[src/rtl/sdac_pkg.sv]
package sdac_pkg;

    localparam int DATA_W  = 8;
    localparam int ADDR_W  = 4;
    localparam int CS_W    = 4;
    localparam int FRAME_W = CS_W + ADDR_W + DATA_W;

    // Command word as it sits in the shift register, first-sent field on top
    typedef struct packed {
        logic [CS_W-1:0]   sel;
        logic [ADDR_W-1:0] addr;
        logic [DATA_W-1:0] data;
    } frame_t;

    localparam logic [DATA_W-1:0] MID_CODE = {1'b1, {(DATA_W-1){1'b0}}};

    // True when an address selects an existing channel
    function automatic logic addr_live(input logic [ADDR_W-1:0] a, input int nch);
        return ({1'b0, a} < (ADDR_W+1)'(nch));
    endfunction

endpackage

[src/rtl/sdac_shifter.sv]
module sdac_shifter
    import sdac_pkg::*;
(
    input  logic   clk,
    input  logic   rst,
    input  logic   load_en,
    input  logic   ser_in,
    output frame_t frame,
    output logic   load_fall,
    output logic   ser_out
);

    logic [FRAME_W-1:0] sr;
    logic               ld_q;

    always_ff @(posedge clk) begin
        if (rst) begin
            sr   <= '0;
            ld_q <= 1'b0;
        end else begin
            ld_q <= load_en;
            if (load_en) begin
                sr <= {sr[FRAME_W-2:0], ser_in};
            end
        end
    end

    assign frame     = frame_t'(sr);
    assign load_fall = ld_q & ~load_en;
    assign ser_out   = sr[FRAME_W-1];

    AST_SHIFT_WHEN_LOADING: assert property (@(posedge clk) disable iff (rst)
        load_en |=> (sr[FRAME_W-1:1] == $past(sr[FRAME_W-2:0])) && (sr[0] == $past(ser_in)));

    AST_HOLD_WHEN_IDLE: assert property (@(posedge clk) disable iff (rst)
        !load_en |=> $stable(sr));

    AST_RESET_CLEARS_SHIFT: assert property (@(posedge clk)
        rst |=> (sr == '0) && !load_fall);

endmodule

[src/rtl/sdac_commit.sv]
module sdac_commit
    import sdac_pkg::*;
#(
    parameter int NUM_CH = 8
) (
    input  logic              clk,
    input  logic              rst,
    input  frame_t            frame,
    input  logic [CS_W-1:0]   strap_sel,
    input  logic              load_fall,
    output logic [NUM_CH-1:0] we,
    output logic [DATA_W-1:0] wdata
);

    logic chip_hit;
    logic live;
    logic go;

    assign chip_hit = (frame.sel == strap_sel);
    assign live     = addr_live(frame.addr, NUM_CH);
    assign go       = load_fall & chip_hit & live;
    assign wdata    = frame.data;

    for (genvar i = 0; i < NUM_CH; i++) begin : g_dec
        assign we[i] = go & (frame.addr == ADDR_W'(i));
    end

    AST_ONE_CHANNEL_PER_COMMIT: assert property (@(posedge clk) disable iff (rst)
        $onehot0(we));

    AST_WE_NEEDS_FALL: assert property (@(posedge clk) disable iff (rst)
        !load_fall |-> (we == '0));

endmodule

[src/rtl/sdac_bank.sv]
module sdac_bank
    import sdac_pkg::*;
#(
    parameter int NUM_CH = 8
) (
    input  logic                     clk,
    input  logic                     rst,
    input  logic [NUM_CH-1:0]        we,
    input  logic [DATA_W-1:0]        wdata,
    output logic [NUM_CH*DATA_W-1:0] codes
);

    for (genvar i = 0; i < NUM_CH; i++) begin : g_ch
        logic [DATA_W-1:0] code_q;
        always_ff @(posedge clk) begin
            if (rst) begin
                code_q <= MID_CODE;
            end else if (we[i]) begin
                code_q <= wdata;
            end
        end
        assign codes[i*DATA_W +: DATA_W] = code_q;
    end

    AST_RESET_MIDSCALE: assert property (@(posedge clk)
        rst |=> (codes == {NUM_CH{MID_CODE}}));

    AST_NO_WE_HOLDS: assert property (@(posedge clk) disable iff (rst)
        (we == '0) |=> $stable(codes));

endmodule

[src/rtl/sdac_front.sv]
module sdac_front
    import sdac_pkg::*;
#(
    parameter int NUM_CH = 8
) (
    input  logic                     clk,
    input  logic                     rst,
    input  logic                     load_en,
    input  logic                     ser_in,
    input  logic [CS_W-1:0]          strap_sel,
    output logic                     ser_out,
    output logic                     ser_out_en,
    output logic [NUM_CH*DATA_W-1:0] chan_codes
);

    localparam int CH_W = (NUM_CH > 1) ? $clog2(NUM_CH) : 1;

    frame_t              frame;
    logic                load_fall;
    logic [NUM_CH-1:0]   we;
    logic [DATA_W-1:0]   wdata;
    logic [FRAME_W-1:0]  frame_bits;

    sdac_shifter u_shift (
        .clk       (clk),
        .rst       (rst),
        .load_en   (load_en),
        .ser_in    (ser_in),
        .frame     (frame),
        .load_fall (load_fall),
        .ser_out   (ser_out)
    );

    sdac_commit #(.NUM_CH(NUM_CH)) u_commit (
        .clk       (clk),
        .rst       (rst),
        .frame     (frame),
        .strap_sel (strap_sel),
        .load_fall (load_fall),
        .we        (we),
        .wdata     (wdata)
    );

    sdac_bank #(.NUM_CH(NUM_CH)) u_bank (
        .clk   (clk),
        .rst   (rst),
        .we    (we),
        .wdata (wdata),
        .codes (chan_codes)
    );

    assign ser_out_en = load_en;
    assign frame_bits = frame;

    AST_SDO_FOLLOWS_SHIFT: assert property (@(posedge clk) disable iff (rst)
        load_en |=> ser_out == $past(frame_bits[FRAME_W-2]));

    AST_FOREIGN_CHIP_IGNORED: assert property (@(posedge clk) disable iff (rst)
        (load_fall && (frame.sel != strap_sel)) |=> $stable(chan_codes));

    AST_HIGH_ADDR_NOOP: assert property (@(posedge clk) disable iff (rst)
        (load_fall && !addr_live(frame.addr, NUM_CH)) |=> $stable(chan_codes));

    AST_WRITE_LANDS: assert property (@(posedge clk) disable iff (rst)
        (load_fall && (frame.sel == strap_sel) && addr_live(frame.addr, NUM_CH))
        |=> chan_codes[$past(frame.addr[CH_W-1:0])*DATA_W +: DATA_W] == $past(frame.data));

endmodule

[config.mk]
export PLATFORM = sky130hd
export DESIGN_NAME = sdac_front
export DESIGN_NICKNAME = d
export VERILOG_FILES = /design/src/rtl/sdac_pkg.sv /design/src/rtl/sdac_shifter.sv /design/src/rtl/sdac_commit.sv /design/src/rtl/sdac_bank.sv /design/src/rtl/sdac_front.sv
export SDC_FILE = /design/constraint.sdc
export NUM_CORES = 1
export LEC_CHECK = 0
export ABC_CLOCK_PERIOD_IN_PS = 1900
export BUFFER_PORTS_ARGS = -buffer_cell sky130_fd_sc_hd__buf_2
export CORE_MARGIN = 5
export CORE_UTILIZATION = 46
export CTS_BUF_LIST = sky130_fd_sc_hd__clkbuf_8
export CTS_CLUSTER_DIAMETER = 40
export DETAILED_ROUTE_END_ITERATION = 16
export PLACE_DENSITY = 0.77
export SYNTH_ARGS = -nofsm -noshare
export SYNTH_HDL_FRONTEND = slang
export SYNTH_SLANG_ARGS = --single-unit
[constraint.sdc]
create_clock -name clk -period 1.9 [get_ports clk]
set_clock_uncertainty 0.2 [all_clocks]
set_input_delay 0.19 -clock clk [delete_from_list [all_inputs] [get_ports clk]]
set_output_delay 0.19 -clock clk [all_outputs]
set_load 0.01 [all_outputs]
==> results.json, run 1 <==
{
  "status": "finished with violations",
  "violations": "negative setup slack",
  "io_buffers": 73,
  "yosysUniqueCellTypes": 20,
  "power_density_nw_per_um2": 760.1,
  "syn_nets": 301,
  "fin_crit_sh": 1.034,
  "clock_latency_ns": 0.35,
  "cts-root-buf": "clkbuf_8",
  "setup_viol": 4,
  "peakVddDrop_mv": 0.4456,
  "wl_per_cell_microns": 15.41,
  "grt_antenna_before_repair": 0,
  "drive_above_1_share": 0.3368,
  "drv_cap": 0,
  "slew_viol_final": 0,
  "die_y_microns": 94.37,
  "core_sq_um": 6869,
  "ys_ff_latch": 81,
  "num_rows": 30,
  "ios": 74,
  "final_cell_mix": "mux2i_1, dfxtp_1, buf_2, nand2b_1, nor2_1",
  "arrival_ns": 2.04,
  "cts_buffer_depth": 2,
  "start_kind": "flop",
  "path_cells": "nor3b_4 > nand4_4 > buf_6 > nor4_4 > buf_4 > buf_4 > mux2i_1",
  "route.detailed.drc": 0,
  "clock_sinks": 81,
  "diodes": 0,
  "syn_avg_cell_area_sq_um": 11.18,
  "detailed_place_hpwl_microns": 5186,
  "tns_ns": -0.1450,
  "grt_max_degree": 31,
  "cp-end-kind": "flop",
  "syn2layout_area_growth_pct": 25.83,
  "totalWireLength_microns": 7335,
  "seq_area_frac_synth": 0.4952,
  "path_max_fanout": 3,
  "worstSetupPathType": "flop to flop",
  "numCtsBuffers": 9,
  "cts_tree": "built",
  "crit_slowest_cell": "dfxtp_2",
  "ant_nets": 0,
  "worst_pin_slew_ns": 0.4630,
  "critical_path_required_ns": 1.98,
  "rsz0062_at_grt": "yes",
  "drt_iter0_markers": 71,
  "clk_pin_slew_worst_paths_ns": 0.09,
  "ys_warn_count": 0,
  "first_pass_iters": 4,
  "final_cell_area_sq_um": 4120,
  "place_congestion": 0.7867,
  "grt_pass1_wl_microns": 11470,
  "grt_usage": 0.1680,
  "synthesis.instances": 293,
  "final_nets": 383,
  "place_area_sq_um": 3827,
  "fin_ws_ns": -0.06441,
  "fmax_mhz": 509.1,
  "htree_levels": 3,
  "grt-ovfl-total": 0,
  "dr_total_vias": 2267,
  "die_x_microns": 94.37,
  "min_path_type": "input pin to flop",
  "die_area_sq_um": 8906,
  "leakagePower_uw": 0.001761,
  "final_common_cell": "mux2i_1",
  "cpMostUsedCell": "buf_4",
  "routed_via_density": 4.763,
  "syn_area_sq_um": 3274,
  "initial_utilization": 0.4767,
  "min_period_ns": 1.964,
  "grt_pass1_vias": 2282,
  "slowest_delay_ns": 0.35,
  "maxSlewHeadroom": 0.6914,
  "final_hold_viol_count": 0,
  "utilization": 0.5998
}
through the flow:
stage | instances | power [uW] | hold WS [ns] | setup WS [ns]
2_1_floorplan | 293 | 1823 | 0.1372 | 0.1017
3_3_place_gp | 455 | 1853 | 0.2304 | 0.006665
3_5_place_dp | 455 | 1855 | 0.2429 | -0.02731
4_1_cts | 472 | 3158 | 0.03153 | -0.009053
5_1_grt | 476 | 3237 | 0.04792 | -0.1423
6_report | 476 | 3132 | 0.03496 | -0.06441
synth_stat cells:
master / number / area, sq um
nor4b_1: 2 / 17.52
buf_4: 1 / 7.510
nand4b_4: 1 / 23.77
inv_1: 1 / 3.750
nor2b_1: 1 / 6.260
nor3b_4: 1 / 18.77
buf_1: 9 / 33.78
buf_2: 4 / 20.02
clkbuf_1: 9 / 33.78
nor2_1: 25 / 93.84
buf_6: 2 / 22.52
mux2i_1: 80 / 800.8
xnor2_2: 2 / 32.53
dfxtp_1: 81 / 1622
nand2b_1: 63 / 394.1
nor4_4: 4 / 85.08
or3_1: 2 / 12.51
nand2_1: 2 / 7.510
xnor2_1: 2 / 17.52
nand4_4: 1 / 21.27
path summary, 6_finish.rpt:
kind,from,end,slack (ns),cells past startpoint
worst max-delay path,u_shift.frame[11]$_SDFFE_PP0P_,u_bank.g_ch[2].code_q[7]$_SDFFE_PP1P_,-0.06,7
worst min-delay path,rst,u_shift.frame[1]$_SDFFE_PP0P_,0.03,2
worst max register to register,u_shift.frame[11]$_SDFFE_PP0P_,u_bank.g_ch[2].code_q[7]$_SDFFE_PP1P_,-0.06,7
worst min register to register,u_bank.g_ch[3].code_q[1]$_SDFFE_PP0P_,u_bank.g_ch[3].code_q[1]$_SDFFE_PP0P_,0.27,2
sequential cells by signal, summed over array words and instances, names as in the netlist:
| signal | count |
|---|---|
| u_bank.g_ch.code_q | 64 |
| u_shift.frame | 16 |
| u_shift.ld_q | 1 |
per-layer routing:
metal | wire, microns | track usage | up-vias
li1 | - | - | 1130
met1 | 3332 | 0.2155 | 1075
met2 | 3518 | 0.2689 | 51
met3 | 341 | 0.03267 | 11
met4 | 142 | 0.08544 | 0
met5 | 0 | 0 | -
cell families after synthesis:
kind of cell | after synthesis | share of synthesized area
buffers and inverters | 26 | 0.03706
xor gates and xnor gates | 4 | 0.01529
and+or+nand+nor | 102 | 0.2079
muxes | 80 | 0.2446
DFF | 81 | 0.4952
where the power goes:
part	internal [uW]	switching, uW	leakage [uW]
registers	1700	2.30	0.000655
clock network	635	677	0.000103
logic	55.7	62.4	0.00100
total	2390	742	0.00176
worst max-delay path, delay by kind of cell (launching register included):
family	cells	cell delay, ns
and+or+nand+nor	3	0.76
DFF	1	0.35
buffers and inverters	3	0.43
muxes	1	0.16
timing repair:
| item | 4_1_cts | 5_1_grt |
|---|---|---|
| hold buffers | 1 | 0 |
| setup endpoints to repair | 16 | 21 |
| cloned | 0 | 0 |
| gates resized for setup | 2 | 8 |
| pin swaps | 0 | 5 |
| hold endpoints to repair | 1 | 0 |
| buffers inserted | 0 | 4 |
cell type report:
class                   count  area [sq um]
flip-flops and latches     81          1625
multi-input cells         186          1578
fillers                   600          2749
inverters                   1         3.754
clock buffers               9         123.9
well taps                  96         120.1
repair buffers             96         585.6
clock inverters             7         83.83
Note: power is estimated with default switching activity, not from simulation.
==> run 2, diff against run 1 <==
--- a/config.mk
+++ b/config.mk
@@ -6,12 +6,14 @@
 export NUM_CORES = 1
 export LEC_CHECK = 0
 export ABC_CLOCK_PERIOD_IN_PS = 1900
-export BUFFER_PORTS_ARGS = -buffer_cell sky130_fd_sc_hd__buf_2
+export BUFFER_PORTS_ARGS = -buffer_cell sky130_fd_sc_hd__buf_4
 export CORE_MARGIN = 5
 export CORE_UTILIZATION = 46
 export CTS_BUF_LIST = sky130_fd_sc_hd__clkbuf_8
 export CTS_CLUSTER_DIAMETER = 40
 export DETAILED_ROUTE_END_ITERATION = 16
+export HOLD_SLACK_MARGIN = 0.02
+export MAX_ROUTING_LAYER = met4
 export PLACE_DENSITY = 0.77
 export SYNTH_ARGS = -nofsm -noshare
 export SYNTH_HDL_FRONTEND = slang
==> results.json, run 2 (synthesis results as in run 1) <==
{
  "cts_tree": "built",
  "utilization": 0.6175,
  "rsz0062_at_grt": "yes",
  "final_hold_viol_count": 0,
  "wl_per_cell_microns": 15.93,
  "detailed_place_hpwl_microns": 5137,
  "cts_setup_buffers": 0,
  "drv_cap": 0,
  "drt_iter0_markers": 75,
  "num_rows": 30,
  "peakVddDrop_mv": 0.4916,
  "initial_utilization": 0.4767,
  "slew_viol_final": 0,
  "grt_usage": 0.1790,
  "path_max_fanout": 8,
  "leakagePower_uw": 0.001738,
  "core_sq_um": 6869,
  "place_ws_ns": -0.02043,
  "place_congestion": 0.7722,
  "cts-root-buf": "clkbuf_8",
  "clock_latency_ns": 0.34,
  "path_cells": "nor3b_4 > nand4b_4 > buf_6 > nor4_4 > buf_12 > mux2i_1",
  "start_kind": "flop",
  "numCtsBuffers": 9,
  "grt_max_degree": 38,
  "worst_pin_slew_ns": 0.5123,
  "arrival_ns": 1.90,
  "min_from": "load_en",
  "die_x_microns": 94.37,
  "ios": 74,
  "min_path_type": "input pin to flop",
  "crit_slowest_cell": "dfxtp_2",
  "final_common_cell": "buf_4",
  "ant_nets": 0,
  "routed_via_density": 4.747,
  "htree_levels": 3,
  "status": "complete, no violations",
  "syn2layout_area_growth_pct": 29.54,
  "cp-end-kind": "flop",
  "timing.rr.start": "u_shift.frame[11]$_SDFFE_PP0P_",
  "dr_total_vias": 2231,
  "die_area_sq_um": 8906,
  "clock_sinks": 81,
  "drive_above_1_share": 0.3182,
  "route.detailed.drc": 0,
  "slowest_delay_ns": 0.34,
  "min_period_ns": 1.837,
  "critical_path_required_ns": 1.97,
  "final_cell_mix": "buf_4, mux2i_1, dfxtp_1, nand2b_1, nor2_1",
  "grt_antenna_before_repair": 0,
  "fin_crit_sh": 0.9670,
  "fmax_mhz": 544.3,
  "grt_pass1_vias": 2203,
  "die_y_microns": 94.37,
  "p_total_uw": 3073,
  "clk_pin_slew_worst_paths_ns": 0.08,
  "worstSetupPathType": "flop to flop",
  "setup_viol": 0,
  "largest-register": "u_bank.g_ch.code_q",
  "io_buffers": 73,
  "critPathLaunch": "u_shift.frame[11]$_SDFFE_PP0P_",
  "diodes": 0,
  "fin_ws_ns": 0.06278,
  "grt_pass1_wl_microns": 11720,
  "first_pass_iters": 4,
  "largest_reg_flops": 64,
  "maxSlewHeadroom": 0.6585,
  "power_density_nw_per_um2": 724.6,
  "final_nets": 378,
  "cts_buffer_depth": 2,
  "totalWireLength_microns": 7486,
  "grt-ovfl-total": 0
}
## run 2: cell types whose count changed in the layout (fill, tap and decap cells not counted), sizes merged
cell / change
clkbuf: +1
clkinv: +2
inv: -3
clkinvlp: -1
dlygate4sd3: +1
buf: -6
## run 2: path summary, 6_finish.rpt
| path | to | slack, ns | depth (start not counted) |
|---|---|---|---|
| setup / recovery | u_bank.g_ch[4].code_q[3]$_SDFFE_PP0P_ | 0.06 | 6 |
| hold / removal | u_shift.ld_q$_SDFF_PP0_ | 0.20 | 3 |
| setup reg to reg | u_bank.g_ch[4].code_q[3]$_SDFFE_PP0P_ | 0.06 | 6 |
| hold reg to reg | u_bank.g_ch[7].code_q[5]$_SDFFE_PP0P_ | 0.28 | 2 |
## run 2: stage by stage
stage          hold WS [ns]   TNS, ns  cells  instance area, sq um
6_report             0.2001         0    470                  4242
3_3_place_gp         0.2267         0    453                  3983
2_1_floorplan        0.1372         0    293                  3274
4_1_cts              0.1852         0    470                  4207
5_1_grt              0.2028   -0.3935    470                  4242
3_5_place_dp         0.2491  -0.04742    453                  3983
## run 2: timing repair
item	4_1_cts	5_1_grt
hold buffers	2	0
endpoints found under the hold margin	6	0
gates resized for setup	2	8
setup endpoints to repair	12	30
pin swaps	0	1
## run 2: area by class of cell
cell class	instances	area [sq um]
fill	581	2628
sequential	81	1625
multi-input combinational	186	1574
timing repair buffer	91	724.4
clock buffer	10	137.6
tap	96	120.1
clock inverter	5	56.30
inverter	1	3.754
## run 2: per-layer routing
metal | global-route usage | routed length, microns | part of all wire | up-vias
met5 | - | 0 | 0 | -
met4 | 0.07220 | 112 | 0.015 | 0
met3 | 0.03267 | 262 | 0.035 | 9
met2 | 0.2760 | 3637 | 0.49 | 48
met1 | 0.2329 | 3474 | 0.46 | 1053
li1 | - | - | - | 1121
## run 2: critical path, delay by kind of cell (launching register included)
| kind | cells | cell delay (ns) |
|---|---|---|
| buffers and inverters | 2 | 0.35 |
| DFF | 1 | 0.34 |
| and+or+nand+nor | 3 | 0.70 |
| muxes | 1 | 0.18 |
## run 2: power by group
part	internal, uW	total (uW)	switching (uW)
registers	1700	1700	2.34
clock network	637	1250	614
logic	58.3	121	62.3
total	2390	3070	679
